<file path="src/rtl/ahl_pkg.sv">
package ahl_pkg;
  typedef enum logic {
    BYP_COLUMN = 1'b0,
    BYP_ROW    = 1'b1
  } bypass_e;
endpackage

</file>
<file path="src/rtl/ahl_zero_count.sv">
module ahl_zero_count #(
  parameter int WIDTH = 16,
  localparam int CW = $clog2(WIDTH + 1)
) (
  input  logic [WIDTH-1:0] word_i,
  output logic [CW-1:0]    zeros_o
);
  always_comb begin
    zeros_o = '0;
    for (int i = 0; i < WIDTH; i++) begin
      zeros_o = zeros_o + CW'(!word_i[i]);
    end
  end
endmodule

</file>
<file path="src/rtl/ahl_judge.sv">
module ahl_judge #(
  parameter int WIDTH  = 16,
  parameter int ZERO_N = 7,
  localparam int CW = $clog2(WIDTH + 1)
) (
  input  logic [CW-1:0] zeros_i,
  input  logic          strict_i,
  output logic          one_cycle_o
);
  localparam logic [CW-1:0] LOOSE_LIM  = CW'(ZERO_N);
  localparam logic [CW-1:0] STRICT_LIM = CW'(ZERO_N + 1);

  logic loose_ok;
  logic strict_ok;

  // two judging blocks evaluated in parallel, one selected
  assign loose_ok    = zeros_i > LOOSE_LIM;
  assign strict_ok   = zeros_i > STRICT_LIM;
  assign one_cycle_o = strict_i ? strict_ok : loose_ok;
endmodule

</file>
<file path="src/rtl/ahl_aging_mon.sv">
module ahl_aging_mon #(
  parameter int WINDOW    = 1024,
  parameter int ERR_LIMIT = 3,
  localparam int WW = (WINDOW > 1) ? $clog2(WINDOW) : 1,
  localparam int EW = (ERR_LIMIT > 0) ? $clog2(ERR_LIMIT + 1) : 1
) (
  input  logic clk,
  input  logic rst_n,
  input  logic op_fire_i,
  input  logic err_i,
  output logic aged_o
);
  localparam logic [WW-1:0] WIN_LAST = WW'(WINDOW - 1);
  localparam logic [EW-1:0] ERR_MAX  = EW'(ERR_LIMIT);

  logic [WW-1:0] win_cnt;
  logic [EW-1:0] err_cnt;
  logic          win_end;
  logic          over;

  assign win_end = op_fire_i && (win_cnt == WIN_LAST);
  assign over    = err_i && (err_cnt == ERR_MAX);

  always_ff @(posedge clk) begin
    if (!rst_n) begin
      win_cnt <= '0;
      err_cnt <= '0;
      aged_o  <= 1'b0;
    end else begin
      if (win_end) begin
        win_cnt <= '0;
        err_cnt <= '0;
      end else begin
        if (op_fire_i) win_cnt <= win_cnt + 1'b1;
        if (err_i && (err_cnt != ERR_MAX)) err_cnt <= err_cnt + 1'b1;
      end
      if (over) aged_o <= 1'b1;
    end
  end
endmodule

</file>
<file path="src/rtl/ahl_ctrl.sv">
module ahl_ctrl #(
  parameter int              WIDTH     = 16,
  parameter int              ZERO_N    = 7,
  parameter int              WINDOW    = 1024,
  parameter int              ERR_LIMIT = 3,
  parameter ahl_pkg::bypass_e BYPASS   = ahl_pkg::BYP_COLUMN,
  localparam int CW = $clog2(WIDTH + 1)
) (
  input  logic             clk,
  input  logic             rst_n,
  input  logic [WIDTH-1:0] mcand_i,
  input  logic [WIDTH-1:0] mplier_i,
  input  logic             timing_err_i,
  output logic             gate_o,
  output logic             aging_o
);
  logic [WIDTH-1:0] exam;
  logic [CW-1:0]    zeros;
  logic             one_cycle;
  logic             hold_d;

  generate
    if (BYPASS == ahl_pkg::BYP_COLUMN) begin : g_col
      assign exam = mcand_i;
    end else begin : g_row
      assign exam = mplier_i;
    end
  endgenerate

  ahl_zero_count #(.WIDTH(WIDTH)) u_zc (
    .word_i  (exam),
    .zeros_o (zeros)
  );

  ahl_judge #(.WIDTH(WIDTH), .ZERO_N(ZERO_N)) u_judge (
    .zeros_i     (zeros),
    .strict_i    (aging_o),
    .one_cycle_o (one_cycle)
  );

  ahl_aging_mon #(.WINDOW(WINDOW), .ERR_LIMIT(ERR_LIMIT)) u_age (
    .clk       (clk),
    .rst_n     (rst_n),
    .op_fire_i (gate_o),
    .err_i     (timing_err_i),
    .aged_o    (aging_o)
  );

  // a held cycle always releases on the next edge
  assign hold_d = one_cycle | ~gate_o;

  always_ff @(posedge clk) begin
    if (!rst_n) gate_o <= 1'b1;
    else        gate_o <= hold_d;
  end
endmodule

</file>
<file path="config.mk">
export PLATFORM = sky130hd
export DESIGN_NAME = ahl_ctrl
export DESIGN_NICKNAME = d
export VERILOG_FILES = /design/src/rtl/ahl_pkg.sv /design/src/rtl/ahl_zero_count.sv /design/src/rtl/ahl_judge.sv /design/src/rtl/ahl_aging_mon.sv /design/src/rtl/ahl_ctrl.sv
export SDC_FILE = /design/constraint.sdc
export NUM_CORES = 1
export LEC_CHECK = 0
export ABC_CLOCK_PERIOD_IN_PS = 6390
export CAP_MARGIN = 20
export CORE_ASPECT_RATIO = 0.8
export CORE_MARGIN = 3
export CORE_UTILIZATION = 44
export DETAILED_ROUTE_END_ITERATION = 7
export PLACE_DENSITY = 0.79
export REMOVE_ABC_BUFFERS = 1
export SETUP_SLACK_MARGIN = 0.02
export SYNTH_ARGS = -nofsm -noshare
export SYNTH_HDL_FRONTEND = slang
export SYNTH_HIERARCHICAL = 1
export SYNTH_SLANG_ARGS = --single-unit
</file>
<file path="constraint.sdc">
create_clock -name clk -period 6.39 [get_ports clk]
set_input_delay 1.917 -clock clk [delete_from_list [all_inputs] [get_ports clk]]
set_output_delay 1.917 -clock clk [all_outputs]
set_load 0.05 [all_outputs]
</file>
==> out/qor.txt <==
==================================================================================
Data arrival time of the critical path                                     6.19 ns
Worst rel slew slack                                                         0.668
Clock insertion delay at the later pin of the skew report                  0.27 ns
Overflow left after global routing                                               0
Cell chosen for the clock root                                        sky130_fd_sc_hd__clkbuf_4
GRT Resource Usage Total                                                     0.156
Maximum vdd ir drop                                                         248 µV
Cell area after synthesis                                              0.00102 mm²
Post-CTS Hold Fix Bufs                                                           0
Deepest level of the CTS H-tree                                                  1
Placed inst area                                                       0.00125 mm²
Count of final max-slew check failures                                           0
Chip height                                                                49.1 µm
Result of the run                                                     finished clean
Initial Utilization                                                          0.502
CP max-delay cell                                                     sky130_fd_sc_hd__fa_1
Maximum frequency from static timing analysis                            0.166 GHz
I/O pin total                                                                   37
Biggest fanout along the worst timing path                                       2
Number of global-route vias before repair                                      792
IO buf count                                                                    20
Worst min-delay path class                                              reg -> reg
Clock-pin transition on the worst setup and hold timing paths              0.08 ns
Pin count of the biggest net entering global routing                            11
Final period util                                                            0.945
Num Clock Sinks                                                                 14
Die ar.                                                                0.00294 mm²
Diodes inserted                                                                  0
Global-route wire length before repair                                     3500 µm
Floorplan row count                                                             14
Startpoint Class                                                        input port
Total wire length                                                          2100 µm
Vias per std cell                                                             5.28
Number of setup violations in the final report                                   0
Detail Route Antenna Nets                                                        0
Fraction of layout instances using a drive strength above 1                 0.0560
Post-DR wirelength/cell                                                    14.1 µm
CTS-repair resized insts                                                         0
Final critical delay including setup and external delays                   6.04 ns
Count of mapped cells out of synthesis                                         103
Standby leakage power                                                     0.553 nW
Unrepaired setup endpoints after global routing                              false
Post-layout net count                                                          179
Maximum number of buffers from clock root to sink                                2
Number of buffer and inverter stages on the critical path                        6
Family of cells with the greatest summed delay on the critical path    adder cells
Post-synthesis register bit count                                               14
TritonCTS clock tree                                                           yes
Final hold violation count                                                       0
Core Region                                                            0.00203 mm²
Filler Cell Count                                                              171
GPL Wtd Cong                                                                 0.759
Area growth from synthesis to final layout                                   24.3%
Critical path class                                                      in -> reg
Area occupied by multi-input gates                                         668 µm²
Post-synth cell types                                                           33
Cts bufs inserted                                                                3
Area of all placed cells without fillers                               0.00127 mm²
Max-Cap Viols                                                                    0
Share of synthesized area occupied by flip-flops and latches                 0.275
Horizontal die dimension                                                   59.9 µm
Via count                                                                      787
Number of antenna violations at the first check in global routing                0
Flip-flop and latch area                                                   280 µm²
Category of the worst setup path capture point                                flop
1st-iter DRT viols                                                              15
Yosys warning count                                                              6
Number of detailed-routing iterations run before antenna repair                  4
Synthesized area divided by synthesized cell count                        9.91 µm²
Power per cell area                                                     276 mW/mm²
Critical Path, Cell by Cell                                           clkdlybuf4s50_1, inv_1, fa_1, inv_1, fa_1, fa_1, inv_1, fa_1, ha_1, inv_1, fa_1, inv_1, or4b_1, a21o_1, nand3b_1
Post-CTS setup-driven buffer insertion count                                     0
# DRC                                                                            0
Placed wire-length estimate                                                1780 µm
Crit path largest cell delay                                               0.54 ns
Sum Neg Setup Slack                                                           0 ns
Clock tree skew after final layout                                      0.00461 ns
Data required time of the worst path                                       6.54 ns
Slew @ Worst Pin                                                          0.496 ns
==================================================================================
-- routing by layer --
layer  part of all wire  track usage  up-vias  wire length (µm)
met5                  0            0        -                 0
met2               0.54        0.272       12              1130
met4                  0       0.0185        0                 0
met1               0.42        0.187      377               877
li1                   -            -      398                 -
met3              0.043       0.0529        0                90
-- synth_stat cells --
cell type	instances	area (µm²)
sky130_fd_sc_hd__inv_1	18	67.6
sky130_fd_sc_hd__dfxtp_1	14	280
sky130_fd_sc_hd__fa_1	10	200
sky130_fd_sc_hd__ha_1	7	87.6
sky130_fd_sc_hd__xnor2_1	6	52.6
sky130_fd_sc_hd__nor2_1	5	18.8
sky130_fd_sc_hd__a21oi_1	4	20.0
sky130_fd_sc_hd__nand2_1	3	11.3
sky130_fd_sc_hd__nand4_1	3	18.8
sky130_fd_sc_hd__nor2b_1	3	18.8
sky130_fd_sc_hd__or4_1	3	22.5
sky130_fd_sc_hd__a21o_1	2	15.0
sky130_fd_sc_hd__and2_1	2	12.5
sky130_fd_sc_hd__mux2i_1	2	20.0
sky130_fd_sc_hd__nand3_1	2	10.0
sky130_fd_sc_hd__o31ai_1	2	15.0
sky130_fd_sc_hd__a21boi_0	1	7.51
sky130_fd_sc_hd__a21oi_2	1	8.76
sky130_fd_sc_hd__buf_2	1	5.00
sky130_fd_sc_hd__nand2_2	1	6.26
sky130_fd_sc_hd__nand2b_1	1	6.26
sky130_fd_sc_hd__nand3_2	1	10.0
sky130_fd_sc_hd__nand3b_1	1	7.51
sky130_fd_sc_hd__nor4_1	1	6.26
sky130_fd_sc_hd__o211a_1	1	10.0
sky130_fd_sc_hd__o21a_1	1	7.51
sky130_fd_sc_hd__o21ai_0	1	5.00
sky130_fd_sc_hd__o311ai_0	1	8.76
sky130_fd_sc_hd__o41ai_1	1	8.76
sky130_fd_sc_hd__o41ai_4	1	27.5
sky130_fd_sc_hd__or3_1	1	6.26
sky130_fd_sc_hd__or4b_1	1	10.0
sky130_fd_sc_hd__xor2_1	1	8.76
-- state kept, by name, summed over array words and instances (netlist names) --
register,count
u_age/err_cnt,2
u_age/aged_o,1
u_age/win_cnt,10
gate_o,1
-- cells in the final DEF, fill, tap and decap left out --
master / netlist / layout
sky130_fd_sc_hd__nand2_2: 1 / 1
sky130_fd_sc_hd__nand2b_1: 1 / 1
sky130_fd_sc_hd__a21oi_2: 1 / 1
sky130_fd_sc_hd__a21o_1: 2 / 2
sky130_fd_sc_hd__nand2_1: 3 / 3
sky130_fd_sc_hd__nor4_1: 1 / 1
sky130_fd_sc_hd__o311ai_0: 1 / 1
sky130_fd_sc_hd__o41ai_4: 1 / 1
sky130_fd_sc_hd__fa_1: 10 / 10
sky130_fd_sc_hd__o21ai_0: 1 / 1
sky130_fd_sc_hd__nand3_1: 2 / 2
sky130_fd_sc_hd__a21boi_0: 1 / 1
sky130_fd_sc_hd__ha_1: 7 / 7
sky130_fd_sc_hd__o31ai_1: 2 / 2
sky130_fd_sc_hd__or3_1: 1 / 1
sky130_fd_sc_hd__clkbuf_4: 0 / 3
sky130_fd_sc_hd__mux2i_1: 2 / 2
sky130_fd_sc_hd__nand4_1: 3 / 3
sky130_fd_sc_hd__a21oi_1: 4 / 4
sky130_fd_sc_hd__nor2_1: 5 / 5
sky130_fd_sc_hd__xnor2_1: 6 / 6
sky130_fd_sc_hd__nor2b_1: 3 / 3
sky130_fd_sc_hd__o211a_1: 1 / 1
sky130_fd_sc_hd__inv_1: 18 / 18
sky130_fd_sc_hd__clkdlybuf4s50_1: 0 / 20
sky130_fd_sc_hd__and2_1: 2 / 2
sky130_fd_sc_hd__dfxtp_1: 14 / 14
sky130_fd_sc_hd__nand3b_1: 1 / 1
sky130_fd_sc_hd__nand3_2: 1 / 1
sky130_fd_sc_hd__o21a_1: 1 / 1
sky130_fd_sc_hd__xor2_1: 1 / 1
sky130_fd_sc_hd__or4b_1: 1 / 1
sky130_fd_sc_hd__o41ai_1: 1 / 1
sky130_fd_sc_hd__or4_1: 3 / 3
-- cells by family (layout without fill, tap and decap cells) --
group / Yosys count / in the layout / synth area share
mux: 2 / 2 / 0.0196
buf+inv: 19 / 41 / 0.0711
fa+ha+maj: 17 / 17 / 0.282
flops: 14 / 14 / 0.275
compound gates: 16 / 16 / 0.131
simple gates: 28 / 28 / 0.162
xor+xnor: 7 / 7 / 0.0601
-- report_power, final --
group          internal [mW]  switching [mW]
logic                 0.0950          0.0935
registers             0.0988          0.0158
clock network         0.0218          0.0256
-- final cells by class --
cell class,count,share of cell area
multi-input cells,70,0.527
clock buffers,3,0.0178
repair buffers,20,0.158
flip-flops and latches,14,0.221
well taps,24,0.0237
inverters,18,0.0533
-- worst paths after layout --
path / startpoint / end / slack, ns / depth (start not counted)
max reg2reg: u_age/win_cnt[0] / u_age/win_cnt[8] / 4.75 / 4
max: mcand_i[5] / gate_o / 0.35 / 15
min: u_age/err_cnt[1] / u_age/err_cnt[1] / 0.51 / 2
min reg2reg: u_age/err_cnt[1] / u_age/err_cnt[1] / 0.51 / 2
-- stage by stage --
step	hold WS, ns	setup slack, ns	utilization	power, mW	cells
4_1_cts	0.515	0.341	0.624	0.355	149
5_1_grt	0.544	0.216	0.624	0.384	149
3_3_place_gp	0.478	0.194	0.613	0.288	146
3_5_place_dp	0.496	0.0576	0.613	0.306	146
6_report	0.511	0.351	0.624	0.351	149
2_1_floorplan	0.465	0.770	-	0.251	102
-- tightest hold or removal path, stage by stage (launching register included) --
cell	delay, ns
sky130_fd_sc_hd__dfxtp_1	0.34
sky130_fd_sc_hd__mux2i_1	0.07
sky130_fd_sc_hd__nor2_1	0.07
(Power assumes the default switching activity.)
